$ cat src/rtl/ec_pkg.sv
package ec_pkg;
  // Strobes from the control into the hold datapath
  typedef struct packed {
    logic grab;   // load the hold stages this cycle
    logic holdN;  // 0: present held values, 1: transparent
  } ecStrobe_t;
endpackage

$ cat src/rtl/ec_control.sv
module ec_control
  import ec_pkg::*;
(
  input  logic      clk,
  input  logic      rstN,
  input  logic      tms,
  input  logic      updateDr,
  input  logic      shiftDr,
  input  logic      ecEnable,
  output ecStrobe_t strobe
);
  logic tmsPrev;
  logic latched;
  logic fallSeen;

  // TMS idles high, so the history register resets to 1
  always_ff @(posedge clk or negedge rstN) begin
    if (!rstN) tmsPrev <= 1'b1;
    else       tmsPrev <= tms;
  end

  assign fallSeen = tmsPrev & ~tms & updateDr;

  // Set/reset flag; the clear from shift-DR dominates
  always_ff @(posedge clk or negedge rstN) begin
    if (!rstN)         latched <= 1'b0;
    else if (shiftDr)  latched <= 1'b0;
    else if (fallSeen) latched <= 1'b1;
  end

  always_comb begin
    strobe.grab  = fallSeen & ~latched & ~shiftDr;
    strobe.holdN = ~(latched & ecEnable);
  end
endmodule

$ cat src/rtl/ec_datapath.sv
module ec_datapath
  import ec_pkg::*;
#(
  parameter int WIDTH = 8
) (
  input  logic             clk,
  input  logic             rstN,
  input  ecStrobe_t        strobe,
  input  logic [WIDTH-1:0] pinBits,
  output logic [WIDTH-1:0] heldBits
);
  logic [WIDTH-1:0] heldQ;

  for (genvar i = 0; i < WIDTH; i++) begin : gHold
    always_ff @(posedge clk or negedge rstN) begin
      if (!rstN)            heldQ[i] <= 1'b0;
      else if (strobe.grab) heldQ[i] <= pinBits[i];
    end
    assign heldBits[i] = strobe.holdN ? pinBits[i] : heldQ[i];
  end
endmodule

$ cat src/rtl/ec_capture_gate.sv
module ec_capture_gate
  import ec_pkg::*;
#(
  parameter int WIDTH = 8
) (
  input  logic             clk,
  input  logic             rstN,
  input  logic             tms,
  input  logic             updateDr,
  input  logic             shiftDr,
  input  logic             ecEnable,
  input  logic [WIDTH-1:0] pinBits,
  output logic [WIDTH-1:0] heldBits,
  output logic             ecHoldN
);
  ecStrobe_t strobe;

  ec_control uCtrl (
    .clk(clk), .rstN(rstN), .tms(tms), .updateDr(updateDr),
    .shiftDr(shiftDr), .ecEnable(ecEnable), .strobe(strobe)
  );

  ec_datapath #(.WIDTH(WIDTH)) uData (
    .clk(clk), .rstN(rstN), .strobe(strobe),
    .pinBits(pinBits), .heldBits(heldBits)
  );

  assign ecHoldN = strobe.holdN;
endmodule

$ cat config.mk
export PLATFORM = sky130hd
export DESIGN_NAME = ec_capture_gate
export DESIGN_NICKNAME = d
export VERILOG_FILES = /design/src/rtl/ec_pkg.sv /design/src/rtl/ec_control.sv /design/src/rtl/ec_datapath.sv /design/src/rtl/ec_capture_gate.sv
export SDC_FILE = /design/constraint.sdc
export NUM_CORES = 1
export LEC_CHECK = 0
export CORE_MARGIN = 2
export CORE_UTILIZATION = 30
export DETAILED_ROUTE_END_ITERATION = 12
export GPL_TIMING_DRIVEN = 0
export SKIP_CTS_REPAIR_TIMING = 1
export SLEW_MARGIN = 40
export SYNTH_ARGS = -nofsm -noshare
export SYNTH_HDL_FRONTEND = slang
export SYNTH_SLANG_ARGS = --single-unit
$ cat constraint.sdc
create_clock -name clk -period 2.3 [get_ports clk]
set_clock_uncertainty 0.1 [all_clocks]
set_input_delay 0.23 -clock clk [delete_from_list [all_inputs] [get_ports clk]]
set_output_delay 0.23 -clock clk [all_outputs]
set_load 0.005 [all_outputs]
==> results of run 1 <==
-- synthesized netlist by cell type (all sizes together) --
cell type,count
mux2,16
nand4,1
nand2,1
a31oi,1
nor2,2
dfstp,1
dfrtp,9
inv,1
-- flip-flops by register name, indices dropped and copies added, names as in the netlist --
| name | flops |
|---|---|
| uData.heldQ | 8 |
| uCtrl.latched | 1 |
| uCtrl.tmsPrev | 1 |
-- power groups by stage --
stage                     Combinational (W)  Clock, W  Sequential (W)
after floorplan                   0.0000479         0        0.000223
after global placement            0.0000970         0        0.000226
after detailed placement           0.000101         0        0.000228
after CTS                          0.000101  0.000166        0.000225
after global routing               0.000108  0.000182        0.000230
final                             0.0000989  0.000156        0.000225
-- final cells by class --
type / count / area (sq um) / area share (%)
multi-input combinational: 21 / 224.0 / 29.64
sequential: 10 / 251.5 / 33.28
tap: 16 / 20.02 / 2.649
timing repair buffer: 22 / 220.2 / 29.14
inverter: 1 / 3.754 / 0.4967
clock buffer: 4 / 36.28 / 4.801
-- path summary, 6_finish.rpt --
kind	start	endpoint	slack, ns	depth (start not counted)
max	uCtrl.latched	heldBits[5]	0.29	3
min	rstN	uData.heldQ[0]	0.18	1
max reg2reg	uCtrl.latched	uData.heldQ[3]	0.99	3
min reg2reg	uData.heldQ[6]	uData.heldQ[6]	0.41	1
max in group asynchronous	rstN	uCtrl.tmsPrev	1.58	1
min in group clk	tms	uCtrl.tmsPrev	0.31	1
-- cells by family after synthesis --
logic type	Yosys count	share of synthesized area (%)
AO/OA/AOI/OAI	1	1.306
flip-flops	10	52.48
buffers and inverters	1	0.7825
AND/OR/NAND/NOR	4	7.834
multiplexers	16	37.60
-- layer usage --
metal	up-vias	global-route usage (%)	wire (um)
met5	-	0	0
met1	170	15.22	377
met4	0	7.273	0
li1	168	-	-
met2	14	21.47	557
met3	0	6.250	77
-- through the flow --
step | cells | total power [W] | utilization (%)
global route | 74 | 0.0005196 | 50.17
finish | 74 | 0.0004792 | 50.17
global placement | 70 | 0.0003225 | 47.76
floorplan | 32 | 0.0002712 | -
CTS | 74 | 0.0004918 | 50.17
detailed placement | 70 | 0.0003291 | 47.76
-- critical path, cell delays in order (launching register included) --
cell             delay (ns)
dfrtp_1                0.41
nand2_2                0.20
mux2_2                 0.36
clkdlybuf4s50_1        0.45
==> flow_summary.ini, run 1 <==
[status]
status = completed

[worst_setup_path]
end_kind = output port
crit_arrival_ns = 1.68
path_class = reg -> out
worstPathRequired_ns = 1.97
start_kind = register
cp_max_fo = 9

[drt]
num_vias = 352
antenna_left = 0
routedWlPerCell_um = 13.66
vias_per_cell = 4.757
wirelength_um = 1011
dr.pass1.iters = 1
drt_iter0_drc = 0
drcViolationCount = 0

[timing]
post-route-period-util_pct = 87.24
fmax_ghz = 0.4984
setup_viol = 0
timing.setup.tns_ns = 0
layout_setup_ws_ns = 0.2935
rsz0062_at_grt = no
hold_viol = 0
min_period_ns = 2.006
drv_slew = 0
whs_ns = 0.1837
worst_slew_pin_slew_ns = 0.4559
maxSlewHeadroom_pct = 69.51

[final_layout]
final_cell_mix = 22 x clkdlybuf4s50_1, 16 x mux2_2, 9 x dfrtp_1, 3 x clkbuf_4
fill_cells = 143
fin_nets = 73
diodes = 0
syn2layout_area_growth_pct = 57.70
drive_gt1_share_pct = 41.38
final_cell_area_sq_um = 755.7
final_common_cell = clkdlybuf4s50_1

[placement]
pre_cts_ws_ns = 0.2990
post-dp-hpwl_um = 794.4
place_area_sq_um = 719.4
portBuffers = 22
globalplace.congestion = 0.6430

[clock_tree]
root_buffer = clkbuf_4
clkTransAtPathRegs_ns = 0.07
cts_num_sinks = 10
htree_levels = 1
clkLatencyLatePin_ns = 0.26
clock_path_buffers = 2
numCtsBuffers = 3
cts_tree = built

[power]
swShare_pct = 21.67
power.density_nw_per_um2 = 634.1
leakagePower_nw = 0.3128
combPwrFrac_pct = 20.6
p_int_w = 0.0003753
irDropWorstVdd_v = 0.0003002
clockPowerShare_pct = 32.5
seqPwrFrac_pct = 46.9
p_sw_w = 0.0001039

[floorplan]
rows = 14
start_util_pct = 31.81
core_area_sq_um = 1506
fp.dieArea_sq_um = 1933
num_io_pins = 23
die_y_um = 43.97
die_w_um = 43.97

[logic_synthesis]
yosysWarnings = 0
synth_cell_type_count = 9
synth_nets = 46
synth-seq-cells = 10
avgSynthCellArea_sq_um = 14.98
synth-seq-area-share_pct = 52.48
synth_area_leaders = dfrtp_1 47%, mux2_2 38%, dfstp_2 5.5%, nand4_4 4.4%, a31oi_1 1.3%
synth_top_cell_by_area = dfrtp_1
syn_inst = 32
syn_area_sq_um = 479.2
synthDominantCellAreaShare_pct = 47.00

[min_path]
min_path_type = in -> async

[global_route]
first_global_vias = 407
grt_use_total_pct = 13.61
grt_pass1_wl_um = 1828
grt_max_degree = 11
antenna_found_initial = 0
overflow = 0

[job]
cap_violations = 0
Note: power is estimated with default switching activity, not from simulation.
==> run 2: changes to the inputs <==
--- a/config.mk
+++ b/config.mk
@@ -5,10 +5,12 @@
 export SDC_FILE = /design/constraint.sdc
 export NUM_CORES = 1
 export LEC_CHECK = 0
+export CELL_PAD_IN_SITES_DETAIL_PLACEMENT = 2
+export CELL_PAD_IN_SITES_GLOBAL_PLACEMENT = 2
 export CORE_MARGIN = 2
-export CORE_UTILIZATION = 30
+export CORE_UTILIZATION = 26
 export DETAILED_ROUTE_END_ITERATION = 12
-export GPL_TIMING_DRIVEN = 0
+export PLACE_DENSITY_LB_ADDON = 0.1
 export SKIP_CTS_REPAIR_TIMING = 1
 export SLEW_MARGIN = 40
 export SYNTH_ARGS = -nofsm -noshare
==> run 2 against run 1 <==
Compared with the run above:
- power decreased by 4.6%
- register-to-register slack about the same
- first-iteration DRC count increased by 5
- setup slack got worse by 0.010 ns
- critical path depth unchanged
- design area increased by 0.17%
- via count increased by 2.6%
- clock-buffer cell count unchanged
- critical endpoint is now heldBits[4]
==> flow_summary.ini, run 2 (synthesized netlist as in run 1, its figures left out) <==
[status]
status = completed

[power]
leakagePower_nw = 0.3068
power.density_nw_per_um2 = 604.1
irDropWorstVdd_v = 0.0002987

[drt]
vias_per_cell = 4.349
dr.pass1.iters = 3
num_vias = 361
routedWlPerCell_um = 14.49
drcViolationCount = 0
antenna_left = 0
wirelength_um = 1203
drt_iter0_drc = 5

[final_layout]
final_common_cell = clkdlybuf4s50_1
finalNonFillerCells = 83
fill_cells = 183
syn2layout_area_growth_pct = 57.96
final_cell_mix = 22 x clkdlybuf4s50_1, 16 x mux2_2, 9 x dfrtp_1, 3 x clkbuf_4
diodes = 0
utilization_pct = 43.84
fin_nets = 73
regMostFlops = uData.heldQ
reg.largest.list = uData.heldQ: 8 flops, uCtrl.latched: 1 flops, uCtrl.tmsPrev: 1 flops
largest_reg_flops = 8
drive_gt1_share_pct = 39.66

[worst_setup_path]
start_kind = register
end_kind = output port
crit_arrival_ns = 1.69
cp_max_fo = 9
max_stage_delay_ns = 0.44
crit_chain = nand2_2 > mux2_2 > clkdlybuf4s50_1
worstPathRequired_ns = 1.97
path_class = reg -> out
crit_path_top_delay_cell = clkdlybuf4s50_1
r2r_slack_ns = 0.98

[floorplan]
start_util_pct = 27.75
core_area_sq_um = 1727
fp.dieArea_sq_um = 2202
num_io_pins = 23
rows = 15
die_y_um = 46.93
die_w_um = 46.93

[placement]
post-dp-hpwl_um = 957.9
globalplace.congestion = 0.7141
portBuffers = 22
placed_cells = 79

[global_route]
grt_pass1_wl_um = 1938
grt_use_total_pct = 13.40
grt_max_degree = 11
overflow = 0
first_global_vias = 423
antenna_found_initial = 0

[clock_tree]
cts_num_sinks = 10
root_buffer = clkbuf_4
clkLatencyLatePin_ns = 0.27
cts_tree = built
htree_levels = 1
clock_path_buffers = 2
numCtsBuffers = 3
clkTransAtPathRegs_ns = 0.07

[timing]
drv_slew = 0
hold_viol = 0
maxSlewHeadroom_pct = 67.63
setup_viol = 0
rsz0062_at_grt = no
min_period_ns = 2.017
timing.setup.tns_ns = 0
post-route-period-util_pct = 87.68
fmax_ghz = 0.4959
worst_slew_pin_slew_ns = 0.4841

[min_path]
min_path_type = in -> async

[job]
cap_violations = 0
==> run 2: cell count changes in the layout (fill, tap and decap cells not counted) <==
cell	delta
clkbuf_1	+1
clkbuf_8	-1
==> run 2: layout make-up <==
cell class,count,area [sq um],share of cell area (%)
multi-input combinational,21,224.0,29.59
timing repair buffer,22,220.2,29.09
inverter,1,3.754,0.4959
sequential,10,251.5,33.22
tap,25,31.28,4.132
clock buffer,4,26.28,3.471
==> run 2: through the flow <==
stage	hold slack, ns	total power (W)	setup WS [ns]	cell area [sq um]
floorplan	-0.1656	0.0002712	1.065	479.2
global placement	0.3844	0.0003231	0.3303	730.7
detailed placement	0.3939	0.0003333	0.2974	730.7
CTS	0.1939	0.0004676	0.2517	757.0
global route	0.2054	0.0004882	0.1878	757.0
finish	0.1862	0.0004573	0.2834	757.0
==> run 2: power breakdown <==
part | leakage, nW | internal, W | total (W) | switching [W]
Combinational | 0.172 | 0.0000703 | 0.000102 | 0.0000315
Sequential | 0.120 | 0.000209 | 0.000226 | 0.0000164
Clock | 0.0150 | 0.0000672 | 0.000130 | 0.0000626
Total | 0.307 | 0.000347 | 0.000457 | 0.000110
==> run 2: path summary, 6_finish.rpt <==
| path | startpoint | to | depth (start not counted) |
|---|---|---|---|
| hold reg to reg | uData.heldQ[2] | uData.heldQ[2] | 1 |
| setup reg to reg | uCtrl.latched | uData.heldQ[5] | 3 |
| setup / recovery | uCtrl.latched | heldBits[4] | 3 |
| hold / removal | rstN | uData.heldQ[7] | 1 |
| min in group clk | tms | uCtrl.tmsPrev | 1 |
| max in group asynchronous | rstN | uCtrl.tmsPrev | 1 |
==> run 2: worst max-delay path, delay by kind of cell (launching register included) <==
family,cells,cell delay (ns)
flip-flops,1,0.41
buffers and inverters,1,0.44
multiplexers,1,0.37
AND/OR/NAND/NOR,1,0.20
==> run 2: metal layers <==
metal | vias to the layer above | GRT usage [%] | part of all wire [%]
li1 | 166 | - | -
met4 | 0 | 6.667 | 1.4
met3 | 2 | 3.846 | 9.3
met2 | 17 | 22.19 | 50
met1 | 176 | 15.80 | 39
met5 | - | 0 | 0
